<file path="src/rtl/pgm_pkg.sv">
package pgm_pkg;

  typedef enum logic [1:0] {
    ST_IDLE = 2'd0,
    ST_FILL = 2'd1,
    ST_BUSY = 2'd2
  } pgm_state_e;

  typedef enum logic [1:0] {
    VD_DROP = 2'd0,
    VD_GO   = 2'd1,
    VD_DENY = 2'd2
  } verdict_e;

  // Offset step inside a page of 'span' entries.
  function automatic logic [15:0] wrap_inc(input logic [15:0] v, input int unsigned span);
    logic [15:0] top;
    top = 16'(span - 1);
    return (v == top) ? 16'd0 : v + 16'd1;
  endfunction

  // Decision taken when chip select rises during a fill.
  function automatic verdict_e close_verdict(input logic have_data,
                                             input logic aligned,
                                             input logic wel_set,
                                             input logic prot);
    if (!have_data || !aligned || !wel_set) return VD_DROP;
    if (prot) return VD_DENY;
    return VD_GO;
  endfunction

endpackage

</file>
<file path="src/rtl/pgm_buffer.sv">
module pgm_buffer #(
  parameter int PAGE_BYTES = 32,
  parameter int OFS_W      = $clog2(PAGE_BYTES)
) (
  input  logic             clk,
  input  logic             rst_n,
  input  logic             clr,
  input  logic [OFS_W-1:0] ofs_in,
  input  logic             wr,
  input  logic [7:0]       wdata,
  input  logic [OFS_W-1:0] rd_idx,
  output logic [7:0]       rd_data,
  output logic             rd_valid,
  output logic             any_data
);
  import pgm_pkg::*;

  logic [OFS_W-1:0]      ptr_q;
  logic [PAGE_BYTES-1:0] slot_v;
  logic [7:0]            slot_d [PAGE_BYTES];

  always_ff @(posedge clk or negedge rst_n) begin
    if (!rst_n)   ptr_q <= '0;
    else if (clr) ptr_q <= ofs_in;
    else if (wr)  ptr_q <= OFS_W'(wrap_inc(16'(ptr_q), PAGE_BYTES));
  end

  for (genvar g = 0; g < PAGE_BYTES; g++) begin : g_slot
    logic hit;
    assign hit = wr && !clr && (ptr_q == OFS_W'(g));

    always_ff @(posedge clk or negedge rst_n) begin
      if (!rst_n)   slot_v[g] <= 1'b0;
      else if (clr) slot_v[g] <= 1'b0;
      else if (hit) slot_v[g] <= 1'b1;
    end

    always_ff @(posedge clk) begin
      if (hit) slot_d[g] <= wdata;
    end
  end

  assign rd_data  = slot_d[rd_idx];
  assign rd_valid = slot_v[rd_idx];
  assign any_data = |slot_v;

endmodule

</file>
<file path="src/rtl/pgm_timer.sv">
module pgm_timer #(
  parameter int WRITE_CYCLES = 500,
  parameter int TMR_W        = $clog2(WRITE_CYCLES + 1)
) (
  input  logic             clk,
  input  logic             rst_n,
  input  logic             run,
  output logic [TMR_W-1:0] cnt,
  output logic             last
);
  always_ff @(posedge clk or negedge rst_n) begin
    if (!rst_n)    cnt <= '0;
    else if (run)  cnt <= last ? '0 : cnt + TMR_W'(1);
    else           cnt <= '0;
  end

  assign last = run && (cnt == TMR_W'(WRITE_CYCLES - 1));

endmodule

</file>
<file path="src/rtl/pgm_ctrl.sv">
module pgm_ctrl (
  input  logic clk,
  input  logic rst_n,
  input  logic wr_open,
  input  logic din_vld,
  input  logic cs_rise,
  input  logic bits_aligned,
  input  logic wel,
  input  logic locked,
  input  logic buf_any,
  input  logic tmr_last,
  output logic buf_clr,
  output logic buf_wr,
  output logic run,
  output logic clr_req
);
  import pgm_pkg::*;

  pgm_state_e st_q, st_d;
  verdict_e   vd;

  // A byte in the closing cycle counts as received.
  assign vd = close_verdict(buf_any | din_vld, bits_aligned, wel, locked);

  always_comb begin
    st_d    = st_q;
    buf_clr = 1'b0;
    buf_wr  = 1'b0;
    clr_req = 1'b0;
    case (st_q)
      ST_IDLE: begin
        if (wr_open) begin
          buf_clr = 1'b1;
          st_d    = ST_FILL;
        end
      end
      ST_FILL: begin
        if (wr_open) begin
          buf_clr = 1'b1;
        end else begin
          buf_wr = din_vld;
          if (cs_rise) begin
            case (vd)
              VD_GO:   st_d = ST_BUSY;
              VD_DENY: begin
                clr_req = 1'b1;
                st_d    = ST_IDLE;
              end
              default: st_d = ST_IDLE;
            endcase
          end
        end
      end
      ST_BUSY: begin
        if (tmr_last) begin
          clr_req = 1'b1;
          st_d    = ST_IDLE;
        end
      end
      default: st_d = ST_IDLE;
    endcase
  end

  always_ff @(posedge clk or negedge rst_n) begin
    if (!rst_n) st_q <= ST_IDLE;
    else        st_q <= st_d;
  end

  assign run = (st_q == ST_BUSY);

endmodule

</file>
<file path="src/rtl/page_prog_engine.sv">
module page_prog_engine #(
  parameter int ADDR_W       = 12,
  parameter int PAGE_BYTES   = 32,
  parameter int WRITE_CYCLES = 500,
  localparam int OFS_W       = $clog2(PAGE_BYTES),
  localparam int PAGE_W      = ADDR_W - OFS_W,
  localparam int TMR_W       = $clog2(WRITE_CYCLES + 1)
) (
  input  logic              clk,
  input  logic              rst_n,
  input  logic              wr_open,
  input  logic [ADDR_W-1:0] wr_addr,
  input  logic              din_vld,
  input  logic [7:0]        din,
  input  logic              cs_rise,
  input  logic              bits_aligned,
  input  logic              wel,
  input  logic              locked,
  output logic [PAGE_W-1:0] tgt_page,
  output logic              busy,
  output logic              wel_clr,
  output logic              mem_we,
  output logic [ADDR_W-1:0] mem_addr,
  output logic [7:0]        mem_wdata
);

  logic             buf_clr, buf_wr, buf_any, rd_valid;
  logic [7:0]       rd_data;
  logic [OFS_W-1:0] scan_idx;
  logic [TMR_W-1:0] tcnt;
  logic             tmr_last, run, clr_req;
  logic             scan_on;
  logic [PAGE_W-1:0] page_q;

  always_ff @(posedge clk or negedge rst_n) begin
    if (!rst_n)       page_q <= '0;
    else if (buf_clr) page_q <= wr_addr[ADDR_W-1:OFS_W];
  end

  pgm_ctrl u_ctrl (
    .clk          (clk),
    .rst_n        (rst_n),
    .wr_open      (wr_open),
    .din_vld      (din_vld),
    .cs_rise      (cs_rise),
    .bits_aligned (bits_aligned),
    .wel          (wel),
    .locked       (locked),
    .buf_any      (buf_any),
    .tmr_last     (tmr_last),
    .buf_clr      (buf_clr),
    .buf_wr       (buf_wr),
    .run          (run),
    .clr_req      (clr_req)
  );

  pgm_buffer #(.PAGE_BYTES(PAGE_BYTES), .OFS_W(OFS_W)) u_buf (
    .clk      (clk),
    .rst_n    (rst_n),
    .clr      (buf_clr),
    .ofs_in   (wr_addr[OFS_W-1:0]),
    .wr       (buf_wr),
    .wdata    (din),
    .rd_idx   (scan_idx),
    .rd_data  (rd_data),
    .rd_valid (rd_valid),
    .any_data (buf_any)
  );

  pgm_timer #(.WRITE_CYCLES(WRITE_CYCLES), .TMR_W(TMR_W)) u_tmr (
    .clk   (clk),
    .rst_n (rst_n),
    .run   (run),
    .cnt   (tcnt),
    .last  (tmr_last)
  );

  // The first PAGE_BYTES busy cycles walk the page in ascending order.
  assign scan_on   = run && (tcnt < TMR_W'(PAGE_BYTES));
  assign scan_idx  = tcnt[OFS_W-1:0];
  assign mem_we    = scan_on && rd_valid;
  assign mem_addr  = {page_q, scan_idx};
  assign mem_wdata = rd_data;

  assign tgt_page  = page_q;
  assign busy      = run;
  assign wel_clr   = clr_req;

endmodule

</file>
<file path="config.mk">
export PLATFORM = sky130hd
export DESIGN_NAME = page_prog_engine
export DESIGN_NICKNAME = d
export VERILOG_FILES = /design/src/rtl/pgm_pkg.sv /design/src/rtl/pgm_buffer.sv /design/src/rtl/pgm_timer.sv /design/src/rtl/pgm_ctrl.sv /design/src/rtl/page_prog_engine.sv
export SDC_FILE = /design/constraint.sdc
export NUM_CORES = 1
export LEC_CHECK = 0
export BUFFER_PORTS_ARGS = -buffer_cell sky130_fd_sc_hd__buf_4
export CAP_MARGIN = 20
export CELL_PAD_IN_SITES_DETAIL_PLACEMENT = 2
export CELL_PAD_IN_SITES_GLOBAL_PLACEMENT = 2
export CORE_MARGIN = 8
export CORE_UTILIZATION = 51
export DETAILED_ROUTE_END_ITERATION = 7
export GPL_ROUTABILITY_DRIVEN = 0
export PLACE_DENSITY_LB_ADDON = 0.1
export SYNTH_ARGS = -nofsm -noshare
export SYNTH_HDL_FRONTEND = slang
export SYNTH_SLANG_ARGS = --single-unit
</file>
<file path="constraint.sdc">
create_clock -name clk -period 5.2 [get_ports clk]
set_input_delay 0.26 -clock clk [delete_from_list [all_inputs] [get_ports clk]]
set_output_delay 0.26 -clock clk [all_outputs]
set_load 0.02 [all_outputs]
</file>
==> impl_metrics.env, run 1 <==
export IMPL_status="stopped before the end"
export IMPL_synth_edf_count=256
export IMPL_die_height_um=174
export IMPL_start_util=0.519
export IMPL_yosysMostFrequentCell="edfxtp_1"
export IMPL_seq_area_frac_synth=0.715
export IMPL_synthArstFlopShare=0.177
export IMPL_synth_top_area_cell="edfxtp_1"
export IMPL_synth_cells=648
export IMPL_syn_num_nets=686
export IMPL_synth_cell_area_um2=12700
export IMPL_synthDistinctLibCells=41
export IMPL_num_rows=57
export IMPL_synth_top_cell_area_share=0.607
export IMPL_syn_area_per_cell_um2=19.6
export IMPL_synthTopCellsByCount="edfxtp_1, mux4_2, dfrtp_1"
export IMPL_ys_seq_elements=311
export IMPL_synthTopCellsByArea="edfxtp_1, mux4_2, dfrtp_1"
export IMPL_dp_hpwl_um=23700
export IMPL_firstError="[ERROR DPL-0033] detailed placement checks failed during check placement."
export IMPL_ios=58
export IMPL_failed_stage="3_5_place_dp"
export IMPL_yosysWarnings=0
export IMPL_io_buffers=57
export IMPL_die_x_um=174
export IMPL_ys_flop_type="edfxtp_1"
-- through the flow --
stage                   cells  setup slack, ps  instance area [µm²]  hold WS [ps]
after floorplan           648             2780                12700         -35.6
after global placement    997             1890                13400           350
-- cells by family after synthesis --
family | count (synthesis) | share of synthesized area
multiplexers | 105 | 0.175
flip-flops | 311 | 0.715
AND/OR/NAND/NOR | 102 | 0.0408
buffers and inverters | 57 | 0.0252
XOR/XNOR | 4 | 0.00277
adder cells (fa/ha/maj) | 10 | 0.00987
AO/OA/AOI/OAI | 59 | 0.0315
==> run 2: changes to the inputs <==
Settings changed: CELL_PAD_IN_SITES_DETAIL_PLACEMENT 2 to default, CELL_PAD_IN_SITES_GLOBAL_PLACEMENT 2 to default, CORE_UTILIZATION 51 to 40, PLACE_DENSITY_LB_ADDON 0.1 to 0.15.
==> run 2 against run 1 <==
Net effect:
- the run now ends clean
- synthesized cell count unchanged
- synthesized area unchanged
==> impl_metrics.env, run 2 <==
export IMPL_status="complete, no violations"
export IMPL_ys_seq_elements=311
export IMPL_cts_tree="yes"
export IMPL_io_buffers=57
export IMPL_synth_cell_area_um2=12700
export IMPL_critPathTopFamily="multiplexers"
export IMPL_cp_cell_sequence="buf_4 -> mux4_1 -> mux4_2 -> mux2_2 -> buf_4"
export IMPL_cp_common_cell="buf_4"
export IMPL_final_max_slew_viol_count=0
export IMPL_synthMuxAreaShare=0.175
export IMPL_worst_ep_arrival_time_ps=3720
export IMPL_drive_gt1_frac=0.308
export IMPL_peakVddDrop_mv=0.244
export IMPL_synth_top_area_cell="edfxtp_1"
export IMPL_largest_register="u_buf.slot_d"
export IMPL_grt_pass1_vias=6939
export IMPL_cts_resized=0
export IMPL_syn_num_nets=686
export IMPL_synthTopCellsByArea="edfxtp_1, mux4_2, dfrtp_1"
export IMPL_vias=6557
export IMPL_numCtsBuffers=31
export IMPL_cts_max_level=1
export IMPL_final_nets=779
export IMPL_power_leakage_nw=5.13
export IMPL_grt_pass1_wl_um=43900
export IMPL_dp_hpwl_um=19000
export IMPL_final_fill_count=2651
export IMPL_fin_crit_sh=0.765
export IMPL_rsz0062_at_grt="false"
export IMPL_final_setup_worst_slack_ps=1220
export IMPL_clk_latency_ps=540
export IMPL_yosysWarnings=0
export IMPL_synth_xor_area_frac=0.00276
export IMPL_seq_area_um2=9070
export IMPL_crit_type="reg2out"
export IMPL_wire_per_inst_um=25.0
export IMPL_wirelength_um=29200
export IMPL_core_um2=31400
export IMPL_num_rows=65
export IMPL_worst_slew_pin_slew_ps=1070
export IMPL_finClkSkew_ps=7.03
export IMPL_slew_headroom=0.282
export IMPL_synthAdderAreaFrac=0.00987
export IMPL_track_usage=0.153
export IMPL_end_kind="output pin"
export IMPL_slowest_stage="dfrtp_4"
export IMPL_synthDistinctLibCells=41
export IMPL_antenna_found_initial=0
export IMPL_synth_compound_area_frac=0.0315
export IMPL_start_util=0.404
export IMPL_yosys_area_share_simple=0.0408
export IMPL_setup_violations=0
export IMPL_maxCapViolCount=0
export IMPL_final_cell_mix="edfxtp_1, buf_4, mux4_2"
export IMPL_met1Wirelength_um=12900
export IMPL_p_per_area_nw_per_um2=326
export IMPL_dr_pass1_iters=5
export IMPL_synth_top_family_by_area="multiplexers"
export IMPL_top_regs="u_buf.slot_d x256, u_buf.slot_v x32, u_tmr.cnt x9"
export IMPL_ys_flop_type="edfxtp_1"
export IMPL_path_buf_inv=2
export IMPL_first_iter_violations=528
export IMPL_synth_edf_count=256
export IMPL_layout_commonest_cell="edfxtp_1"
export IMPL_required_ps=4940
export IMPL_cp_slowest_stage_delay_ps=1010
export IMPL_cts_sinks=311
export IMPL_min_period_ps=3980
export IMPL_hold_viol=0
export IMPL_layout_area_overhead_vs_synth_pct=16.1
export IMPL_synthArstFlopShare=0.177
export IMPL_die_x_um=194
export IMPL_yosysMostFrequentCell="edfxtp_1"
export IMPL_cts_clk_slew_worst_paths_ps=60
export IMPL_route_detailed_drc=0
export IMPL_die_area_um2=37600
export IMPL_seq_area_frac_synth=0.715
export IMPL_hold_path_class="in2reg"
export IMPL_top_layer="met4"
export IMPL_multi_input_area_um2=3300
export IMPL_finalSetupTns_ps=0
export IMPL_vias_per_cell=5.62
export IMPL_met2_wirelength_um=13900
export IMPL_diodes=0
export IMPL_grt_overflow_total=0
export IMPL_root_buffer="clkbuf_16"
export IMPL_largest_register_ffs=256
export IMPL_syn_area_per_cell_um2=19.6
export IMPL_clock_path_buffers=3
export IMPL_startpoint_type="flip-flop"
export IMPL_synth_top_cell_area_share=0.607
export IMPL_crit_fanout=47
export IMPL_synth_cells=648
export IMPL_synthTopCellsByCount="edfxtp_1, mux4_2, dfrtp_1"
export IMPL_die_height_um=194
export IMPL_max_freq_ghz=0.251
export IMPL_grt_max_degree=56
export IMPL_wl_met3_um=1530
export IMPL_post_place_ws_ps=1760
export IMPL_ios=58
export IMPL_ant_nets=0
[run 2: cell counts after synthesis]
No cell type changed its count.
[run 2: kinds of logic (layout without fill, tap and decap cells)]
| family | count (synthesis) | in the layout |
|---|---|---|
| and+or+nand+nor | 102 | 102 |
| AOI/OAI and AO/OA | 59 | 59 |
| DFF | 311 | 311 |
| buffers and inverters | 57 | 174 |
| xor gates and xnor gates | 4 | 4 |
| muxes | 105 | 105 |
| adders and majority gates | 10 | 10 |
[run 2: repair_timing]
action / CTS / global route
endpoints found under the hold margin: 67 / 0
buffers inserted: 0 / 0
hold buffers: 13 / 0
[run 2: path summary, 6_finish.rpt]
| kind | startpoint | to | slack, ps | cells past startpoint |
|---|---|---|---|---|
| worst min-delay path | locked | u_ctrl.st_q[1] | 60 | 3 |
| worst max-delay path | u_tmr.cnt[0] | mem_wdata[2] | 1220 | 5 |
| worst min register to register | u_buf.slot_v[11] | u_buf.slot_v[11] | 520 | 1 |
| max in group asynchronous | rst_n | u_tmr.cnt[1] | 4350 | 2 |
| min in group asynchronous | rst_n | tgt_page[3] | 310 | 2 |
| worst max register to register | u_tmr.cnt[0] | u_ctrl.st_q[1] | 2270 | 7 |
[run 2: where the power goes]
part	switching [W]	internal, W	total, W
registers	0	0.00270	0.00270
logic	0.0000423	0.0000205	0.0000628
clock network	0.000887	0.00115	0.00204
total	0.000930	0.00387	0.00480
[run 2: area by class of cell]
class,instances,area share
clock buffers,41,0.0560
well taps,402,0.0342
multi-input cells,280,0.224
clock inverters,16,0.00680
repair buffers,107,0.0596
flip-flops and latches,311,0.617
inverters,10,0.00255
[run 2: per-stage QoR]
step / hold WS (ps) / cell area [µm²] / utilization / cells / power, W
global route: 47.1 / 14700 / 0.469 / 1167 / 0.00495
floorplan: -35.6 / 12700 / - / 648 / 0.00275
detailed placement: 361 / 13600 / 0.435 / 1095 / 0.00281
global placement: 345 / 13500 / 0.429 / 1079 / 0.00280
CTS: 37.9 / 14700 / 0.468 / 1165 / 0.00485
finish: 63.1 / 14700 / 0.469 / 1167 / 0.00480
[run 2: worst reg2reg max path: stages, from the launching register on]
cell and delay, ps:
dfrtp_4 1010, buf_4 410, ha_1 260, nand2_1 60, nor4_1 220, nand2b_1 460, a31oi_1 160, a41o_1 240
[run 2: layer usage]
layer	vias up	GRT usage
met4	0	0.0421
met1	3475	0.213
met3	64	0.0253
li1	2800	-
met2	218	0.248
met5	-	0
Power figures use the tool's default switching activity.
